$ cat config.mk
export PLATFORM = sky130hd
export DESIGN_NAME = uart_tx_gap
export DESIGN_NICKNAME = d
export VERILOG_FILES = /design/src/rtl/uart_tx_gap_pkg.sv /design/src/rtl/uart_tx_fifo.sv /design/src/rtl/uart_tx_ctrl.sv /design/src/rtl/uart_tx_dp.sv /design/src/rtl/uart_tx_gap.sv
export SDC_FILE = /design/constraint.sdc
export NUM_CORES = 1
export LEC_CHECK = 0
export BUFFER_PORTS_ARGS = -buffer_cell sky130_fd_sc_hd__buf_2
export CORE_MARGIN = 2
export CORE_UTILIZATION = 45
export CTS_CLUSTER_SIZE = 20
export DETAILED_ROUTE_END_ITERATION = 10
export SYNTH_ARGS = -nofsm -noshare
export SYNTH_HDL_FRONTEND = slang
export SYNTH_SLANG_ARGS = --single-unit
$ cat constraint.sdc
create_clock -name clk -period 2.95 [get_ports clk]
set_input_delay 0.295 -clock clk [delete_from_list [all_inputs] [get_ports clk]]
set_output_delay 0.295 -clock clk [all_outputs]
set_load 0.02 [all_outputs]
$ cat src/rtl/uart_tx_gap_pkg.sv
package uart_tx_gap_pkg;

  typedef enum logic [1:0] {
    PAR_NONE = 2'b00,
    PAR_EVEN = 2'b01,
    PAR_ODD  = 2'b10,
    PAR_OFF  = 2'b11
  } parity_e;

  typedef enum logic [2:0] {
    S_IDLE,
    S_START,
    S_DATA,
    S_PARITY,
    S_STOP,
    S_GAP
  } tx_state_e;

  // strobes from control to datapath, all acting on a bit-time boundary
  typedef struct packed {
    logic load;        // pop the FIFO, capture byte, drive start bit
    logic emitData;    // drive next data bit and shift
    logic emitParity;  // drive parity bit
    logic emitHigh;    // drive stop / idle level
  } tx_strobe_t;

endpackage

$ cat src/rtl/uart_tx_fifo.sv
module uart_tx_fifo #(
  parameter int WIDTH = 8,
  parameter int DEPTH = 16
) (
  input  logic             clk,
  input  logic             rstN,
  input  logic             wrEn,
  input  logic [WIDTH-1:0] wrData,
  input  logic             rdEn,
  output logic [WIDTH-1:0] rdData,
  output logic             full,
  output logic             empty,
  output logic             overflow
);
  localparam int AW = $clog2(DEPTH);

  logic [WIDTH-1:0] mem [DEPTH];
  logic [AW:0]      wrPtr, rdPtr;

  assign empty  = (wrPtr == rdPtr);
  assign full   = (wrPtr[AW] != rdPtr[AW]) && (wrPtr[AW-1:0] == rdPtr[AW-1:0]);
  assign rdData = mem[rdPtr[AW-1:0]];

  always_ff @(posedge clk) begin
    if (wrEn && !full) mem[wrPtr[AW-1:0]] <= wrData;
  end

  always_ff @(posedge clk) begin
    if (!rstN) begin
      wrPtr    <= '0;
      rdPtr    <= '0;
      overflow <= 1'b0;
    end else begin
      if (wrEn && !full)  wrPtr <= wrPtr + 1'b1;
      if (wrEn && full)   overflow <= 1'b1;
      if (rdEn && !empty) rdPtr <= rdPtr + 1'b1;
    end
  end
endmodule

$ cat src/rtl/uart_tx_ctrl.sv
module uart_tx_ctrl
  import uart_tx_gap_pkg::*;
#(
  parameter int DATA_BITS = 8,
  parameter int GAP_W     = 8
) (
  input  logic             clk,
  input  logic             rstN,
  input  logic             bitTick,
  input  logic             fifoEmpty,
  input  logic             parityOn,
  input  logic [GAP_W-1:0] gapBits,
  output tx_strobe_t       strobe
);
  localparam int IDX_W = $clog2(DATA_BITS);
  localparam logic [IDX_W-1:0] LAST_IDX = IDX_W'(DATA_BITS - 1);

  tx_state_e        state, nextState;
  logic [IDX_W-1:0] bitIdx, nextIdx;
  logic [GAP_W-1:0] gapCnt, nextGap;

  always_comb begin
    nextState = state;
    nextIdx   = bitIdx;
    nextGap   = gapCnt;
    strobe    = '0;
    if (bitTick) begin
      unique case (state)
        S_IDLE: begin
          if (!fifoEmpty) begin
            strobe.load = 1'b1;
            nextState   = S_START;
          end
        end
        S_START: begin
          strobe.emitData = 1'b1;
          nextIdx         = '0;
          nextState       = S_DATA;
        end
        S_DATA: begin
          if (bitIdx == LAST_IDX) begin
            if (parityOn) begin
              strobe.emitParity = 1'b1;
              nextState         = S_PARITY;
            end else begin
              strobe.emitHigh = 1'b1;
              nextState       = S_STOP;
            end
          end else begin
            strobe.emitData = 1'b1;
            nextIdx         = bitIdx + 1'b1;
          end
        end
        S_PARITY: begin
          strobe.emitHigh = 1'b1;
          nextState       = S_STOP;
        end
        S_STOP: begin
          if (fifoEmpty) begin
            nextState = S_IDLE;
          end else if (gapBits == '0) begin
            strobe.load = 1'b1;
            nextState   = S_START;
          end else begin
            nextGap   = gapBits;
            nextState = S_GAP;
          end
        end
        S_GAP: begin
          if (gapCnt == GAP_W'(1)) begin
            if (fifoEmpty) begin
              nextState = S_IDLE;
            end else begin
              strobe.load = 1'b1;
              nextState   = S_START;
            end
          end else begin
            nextGap = gapCnt - 1'b1;
          end
        end
        default: nextState = S_IDLE;
      endcase
    end
  end

  always_ff @(posedge clk) begin
    if (!rstN) begin
      state  <= S_IDLE;
      bitIdx <= '0;
      gapCnt <= '0;
    end else begin
      state  <= nextState;
      bitIdx <= nextIdx;
      gapCnt <= nextGap;
    end
  end
endmodule

$ cat src/rtl/uart_tx_dp.sv
module uart_tx_dp
  import uart_tx_gap_pkg::*;
#(
  parameter int DATA_BITS = 8
) (
  input  logic                 clk,
  input  logic                 rstN,
  input  tx_strobe_t           strobe,
  input  logic [DATA_BITS-1:0] txByte,
  input  logic [1:0]           parityMode,
  output logic                 txOut
);
  logic [DATA_BITS-1:0] shiftReg;
  logic                 parityBit;
  logic                 oddSel;

  assign oddSel = (parityMode == PAR_ODD);

  always_ff @(posedge clk) begin
    if (!rstN) begin
      shiftReg  <= '0;
      parityBit <= 1'b0;
      txOut     <= 1'b1;
    end else begin
      if (strobe.load) begin
        shiftReg  <= txByte;
        parityBit <= (^txByte) ^ oddSel;
        txOut     <= 1'b0;
      end else if (strobe.emitData) begin
        txOut    <= shiftReg[0];
        shiftReg <= shiftReg >> 1;
      end else if (strobe.emitParity) begin
        txOut <= parityBit;
      end else if (strobe.emitHigh) begin
        txOut <= 1'b1;
      end
    end
  end
endmodule

$ cat src/rtl/uart_tx_gap.sv
module uart_tx_gap
  import uart_tx_gap_pkg::*;
#(
  parameter int DATA_BITS  = 8,
  parameter int FIFO_DEPTH = 16,
  parameter int GAP_W      = 8
) (
  input  logic                 clk,
  input  logic                 rstN,
  input  logic                 wrEn,
  input  logic [DATA_BITS-1:0] wrData,
  output logic                 fifoFull,
  output logic                 fifoEmpty,
  output logic                 overflow,
  input  logic                 bitTick,
  input  logic [1:0]           parityMode,
  input  logic [GAP_W-1:0]     gapBits,
  output logic                 txOut
);
  tx_strobe_t           strobe;
  logic [DATA_BITS-1:0] headByte;
  logic                 parityOn;

  assign parityOn = (parityMode == PAR_EVEN) || (parityMode == PAR_ODD);

  uart_tx_fifo #(.WIDTH(DATA_BITS), .DEPTH(FIFO_DEPTH)) u_fifo (
    .clk(clk), .rstN(rstN), .wrEn(wrEn), .wrData(wrData),
    .rdEn(strobe.load), .rdData(headByte),
    .full(fifoFull), .empty(fifoEmpty), .overflow(overflow)
  );

  uart_tx_ctrl #(.DATA_BITS(DATA_BITS), .GAP_W(GAP_W)) u_ctrl (
    .clk(clk), .rstN(rstN), .bitTick(bitTick), .fifoEmpty(fifoEmpty),
    .parityOn(parityOn), .gapBits(gapBits), .strobe(strobe)
  );

  uart_tx_dp #(.DATA_BITS(DATA_BITS)) u_dp (
    .clk(clk), .rstN(rstN), .strobe(strobe), .txByte(headByte),
    .parityMode(parityMode), .txOut(txOut)
  );
endmodule

==> results.yml, run 1 <==
outcome:
  outcome: "complete, no violations"
floorplan:
  ios: 26
  die_area_sq_um: 16790
  coreArea_sq_um: 15310
  num_rows: 45
  fp.dieH_um: 129.6
  die_w_um: 129.6
  start_util_pct: 46.34
placed_design:
  io_buffers: 25
  placed_cells: 710
  gp_congestion: 0.8240
  dp.final_hpwl_um: 9462
detailed_routing:
  wl_um: 14500
  avgViaCountPerCell: 5.381
  antenna_left: 0
  drtIter0Drc: 309
  drc: 0
  drt-pass1-iter-count: 4
  wl_per_cell_um: 19.54
  vias: 3993
logic_synthesis:
  synthSimpleGateAreaFrac_pct: 9.838
  synth.distinct_cells: 45
  synth_edf_count: 128
  synth-compound-area-share_pct: 5.695
  synth-xor-area-share_pct: 2.627
  muxShareOfSynthArea_pct: 12.69
  yosysWarnings: 0
  dominantRegCellSynth: "edfxtp_1"
  yosysSeqAreaShare_pct: 65.16
  syn_area_sq_um: 7097
  synth_fa_ha_area_share_pct: 1.763
  synth_area_per_cell_sq_um: 15.00
  synth-seq-cells: 167
  netlist_instances: 473
  syn-num-nets: 505
  synthArstFlopShare_pct: 0
  synth_top_family_by_area: "multiplexers"
cells_and_area:
  fillers: 1275
  drive_gt1_share_pct: 22.98
  multi_input_area_sq_um: 2315
  area_delta_synth_final_pct: 15.44
  ff_latch_area_sq_um: 4626
  final_cells: 742
  antenna_cells: 0
  layout_commonest_cell: "edfxtp_1"
  layout_common_cells: "128 x edfxtp_1, 38 x dfxtp_1, 36 x mux4_2, 33 x nand2_1"
  nNetsFinal: 550
cts:
  ctsResizeCount: 0
  cts_max_path_buffers: 2
  root_buffer: "clkbuf_16"
  postCtsSetupBuffers: 0
  clock_sinks: 167
  cts.clk_slew.worst_paths_ps: 70
  postCtsHoldBufs: 0
  clkLatencyLatePin_ps: 430
  cts_tree: "built"
  ctsHtreeMaxLevel: 4
  cts_buffers: 17
setup_path:
  r2r_slack_ps: 510
  r2r_cells: 8
  end_kind: "register"
  crit_fanout: 32
  critPathLaunchType: "register"
  rr_endpoint: "u_dp.parityBit$_SDFFE_PN0P_"
  arrival_ps: 2740
  crit_required_ps: 3250
  worst-setup-path-type: "reg -> reg"
timing:
  tns_ps: 0
  final-hold-violation-count: 0
  worst_pin_slew_ps: 1229
  fin_skew_ps: 9.022
  grt_setup_unrepaired: "false"
  fmax_mhz: 409.8
  timing.hold.ws_ps: 134.6
  finalCritPeriodShare_pct: 82.71
  relSlewSlack_pct: 17.71
  fin_crit_ps: 2440
  maxSlewViolCount: 0
  setup_violations: 0
min_path:
  hold_path.class: "in -> reg"
  min_from: "wrEn"
  hold_depth: 3
  whs_endpoint: "u_fifo.overflow$_SDFFE_PN0P_"
power_and_ir_drop:
  p_per_area_nw_per_um2: 720.7
  irDropWorstVdd_v: 0.0005258
  power.total_uw: 5905
  p_leak_uw: 0.002875
global_route:
  grt_pass1_wl_um: 22400
  grt_start_max_net_pins: 42
  grt_use_total_pct: 18.62
  grt_pass1_vias: 3938
  gr-total-overflow: 0
  antenna_found_initial: 0
job:
  drv_cap: 0
## worst max-delay path, stage by stage (launching register included)
cell and delay (ps):
dfxtp_2 340, buf_12 250, mux4_2 540, a22oi_1 210
nand3_1 210, xnor2_2 190, xnor3_1 360, nand4_1 110
o211ai_1 90
## routing by layer
layer	up-vias	global-route usage (%)	share of wire [%]
met3	18	3.468	4.1
met5	-	0	0
li1	1904	-	-
met1	1998	24.91	45
met4	0	6.831	1.4
met2	73	30.64	49
## cell type report
cell class	instances	share of cell area, %
clock inverter	12	2.306
inverter	8	0.3665
multi-input combinational	273	28.25
timing repair buffer	51	4.062
tap	211	3.222
clock buffer	20	5.330
sequential	167	56.46
## power breakdown
group	total (uW)	internal (uW)	switching [uW]	leakage [uW]
logic	888	453	435	0.00110
clock network	2350	1440	911	0.000306
registers	2670	2610	57.8	0.00147
## worst max-delay path by stage
stage	end	startpoint	slack, ps
3_3_place_gp	u_dp.parityBit$_SDFFE_PN0P_	register	490
6_report	u_dp.parityBit$_SDFFE_PN0P_	register	510
4_1_cts	u_dp.parityBit$_SDFFE_PN0P_	register	470
5_1_grt	u_dp.parityBit$_SDFFE_PN0P_	register	320
2_1_floorplan	u_fifo.mem[3][0]$_DFFE_PP_	u_fifo.wrPtr[2]$_SDFFE_PN0P_	590
3_5_place_dp	u_dp.parityBit$_SDFFE_PN0P_	register	500
## cell usage after synthesis (3+ instances only)
cell type	number	area [sq um]
a21boi_1	5	37.54
a21oi_1	16	80.08
a22oi_1	4	30.03
and2_1	21	131.4
and3_1	3	18.77
buf_1	3	11.26
clkbuf_1	17	63.81
dfxtp_1	39	780.8
edfxtp_1	128	3844
ha_1	10	125.1
inv_1	8	30.03
mux2i_1	9	90.09
mux4_2	36	810.8
nand2_1	33	123.9
nand2b_1	4	25.02
nand3_1	11	55.05
nand3b_1	3	22.52
nand4_1	6	37.54
nor2_1	23	86.33
nor2b_1	10	62.56
nor3_1	12	60.06
nor4_1	5	31.28
o211a_1	7	70.07
o21ai_0	4	20.02
o21ai_1	17	85.08
xnor2_1	13	113.9
## flip-flops by register name (all words and copies together) (netlist names), named ones only
register / flops
u_ctrl.bitIdx: 3
u_ctrl.gapCnt: 8
u_ctrl.state: 3
u_dp.parityBit: 1
u_dp.shiftReg: 8
u_dp.txOut: 1
u_fifo.mem: 128
u_fifo.overflow: 1
u_fifo.rdPtr: 5
u_fifo.wrPtr: 5
## logic make-up (layout without fill, tap and decap cells)
family	Yosys count	after routing
buf+inv	33	91
fa+ha+maj	10	10
compound gates	63	63
flops	167	167
simple gates	137	137
mux	45	45
xor+xnor	18	18
## per-stage QoR
stage	setup WS [ps]	utilization, %	instance area (sq um)
finish	509.9	53.50	8193
global route	322.6	53.50	8193
CTS	465.1	53.50	8193
detailed placement	496.9	49.41	7567
global placement	492.6	49.41	7567
floorplan	585.8	-	7097
No activity file was read; power rests on OpenSTA's default activity.
==> run 2, diff against run 1 <==
==> constraint.sdc (replaced) <==
create_clock -name clk -period 2 [get_ports clk]
set_input_delay 0.2 -clock clk [delete_from_list [all_inputs] [get_ports clk]]
set_output_delay 0.2 -clock clk [all_outputs]
set_load 0.02 [all_outputs]
==> run 2 against run 1 <==
The run now ends with setup timing left. Power increased by 51%. Clock power increased by 40%. First-iteration DRC count decreased by 7.4%. Via count increased by 4.5%. Sequential power increased by 47%. Largest cell class unchanged. Largest power group unchanged.
==> results.yml, run 2 (synthesis gave the netlist of run 1 again) <==
setup_path:
  max_stage_delay_ps: 510
  worst-setup-path-type: "reg -> reg"
  crit_fanout: 11
  critPathLaunchType: "register"
  slowest_stage: "mux4_2"
  arrival_ps: 2650
  r2r_cells: 8
  critPathTopFamily: "XOR/XNOR gates"
  end_kind: "register"
  critPathBufInv: 1
  cp.depth: 8
  worstPathCellList: "buf_12, mux4_2, a22oi_2, nand3_2, xnor2_1, xnor3_1, nand4_1, o211ai_1"
  crit_required_ps: 2300
timing:
  worst_pin_slew_ps: 626.9
  grt_setup_unrepaired: "true"
  fin_crit_ps: 2347
  timing.hold.ws_ps: 60.65
  final-hold-violation-count: 0
  fin_skew_ps: 11.62
  maxSlewViolCount: 0
  post-route-worst-setup-slack_ps: -347.2
  tns_ps: -653.9
  relSlewSlack_pct: 58.21
  setup_violations: 4
  finalCritPeriodShare_pct: 117.4
  fmax_mhz: 426.0
cells_and_area:
  largest_reg_flops: 128
  antenna_cells: 0
  final_cells: 779
  layout_commonest_cell: "edfxtp_1"
  stdcell_area_sq_um: 8745
  area_delta_synth_final_pct: 23.22
  drive_gt1_share_pct: 32.57
  nNetsFinal: 587
  layout_common_cells: "128 x edfxtp_1, 40 x buf_4, 36 x mux4_2, 35 x dfxtp_1, 31 x nand2_1"
detailed_routing:
  drt-pass1-iter-count: 4
  vias: 4174
  wl_per_cell_um: 19.63
  drtIter0Drc: 286
  wl_um: 15290
  antenna_left: 0
  drc: 0
  avgViaCountPerCell: 5.358
placed_design:
  gp_congestion: 0.8014
  placed_cells: 739
  io_buffers: 25
  dp.final_hpwl_um: 10060
  placed_area_sq_um: 7979
floorplan:
  die_area_sq_um: 16790
  fp.dieH_um: 129.6
  coreArea_sq_um: 15310
  die_w_um: 129.6
  num_rows: 45
  start_util_pct: 46.34
  ios: 26
power_and_ir_drop:
  combPwrFrac_pct: 19.0
  switching_share_pct: 24.99
  p_leak_uw: 0.003113
  p_sw_uw: 2228
  p_per_area_nw_per_um2: 1019
  pwr-share-seq_pct: 44.1
  irDropWorstVdd_v: 0.0006593
  internal_power_uw: 6685
  pwr-share-clk_pct: 36.9
  power.total_uw: 8913
cts:
  cts_tree: "built"
  clkLatencyLatePin_ps: 430
  clock_sinks: 167
  cts_buffers: 17
  ctsHtreeMaxLevel: 4
  postCtsHoldBufs: 0
  cts_max_path_buffers: 2
  root_buffer: "clkbuf_16"
  cts.clk_slew.worst_paths_ps: 60
min_path:
  hold_depth: 3
  hold_path.class: "in -> reg"
job:
  drv_cap: 0
global_route:
  grt_use_total_pct: 19.68
  grt_pass1_vias: 4209
  gr-total-overflow: 0
  grt_pass1_wl_um: 24060
  grt_start_max_net_pins: 42
  antenna_found_initial: 0
outcome:
  violations: "setup timing"
  outcome: "finished with violations"
## run 2: cell count changes in the layout (fill, tap and decap cells not counted), sizes merged
cell,before,now
clkinvlp,0,2
inv,14,15
buf,51,88
clkbuf,20,19
bufinv,4,2
## run 2: routing by layer
metal	vias to the layer above	part of all wire (%)	global-route usage [%]
li1	1972	-	-
met1	2087	46	27.02
met2	98	49	31.66
met3	17	4.1	3.840
met4	0	1.3	6.831
met5	-	0	0
## run 2: power groups by stage
stage | sequential, uW | clock, uW | combinational, uW
after floorplan | 3980 | 0 | 1080
final | 3930 | 3290 | 1700
after CTS | 3930 | 3330 | 1600
after global placement | 4000 | 0 | 1510
after global routing | 3940 | 3480 | 1840
after detailed placement | 4000 | 0 | 1530
## run 2: cell type report
class / instances / area, sq um
clock inverter: 13 / 158.9
timing repair buffer: 88 / 808.3
fill: 1214 / 6570
tap: 211 / 264.0
sequential: 167 / 4634
multi-input combinational: 273 / 2416
inverter: 8 / 30.03
clock buffer: 19 / 432.9
## run 2: worst paths after layout
kind | startpoint | end | slack, ps
worst min register to register | u_dp.shiftReg[7]$_SDFFE_PN0P_ | u_dp.shiftReg[7]$_SDFFE_PN0P_ | 480
worst max-delay path | register | u_dp.parityBit$_SDFFE_PN0P_ | -350
worst min-delay path | wrEn | u_fifo.overflow$_SDFFE_PN0P_ | 60
worst max register to register | register | u_dp.parityBit$_SDFFE_PN0P_ | -350
## run 2: timing repair
action / in CTS / in global routing
endpoints found under the setup margin: 37 / 128
setup buffers: 3 / 5
gates resized for setup: 10 / 21
pin swaps: 4 / 6
## run 2: metrics by stage
stage,setup slack (ps),util [%]
4_1_cts,-343.4,56.34
3_3_place_gp,-371.0,52.10
5_1_grt,-516.3,57.10
3_5_place_dp,-414.2,52.10
6_report,-347.2,57.10
2_1_floorplan,-216.7,-
## run 2: worst reg2reg max path, stage by stage (launching register included)
cell      delay [ps]
dfxtp_4          400
buf_12           160
mux4_2           520
a22oi_2          220
nand3_2          150
xnor2_1          170
xnor3_1          430
nand4_1          110
o211ai_1          90
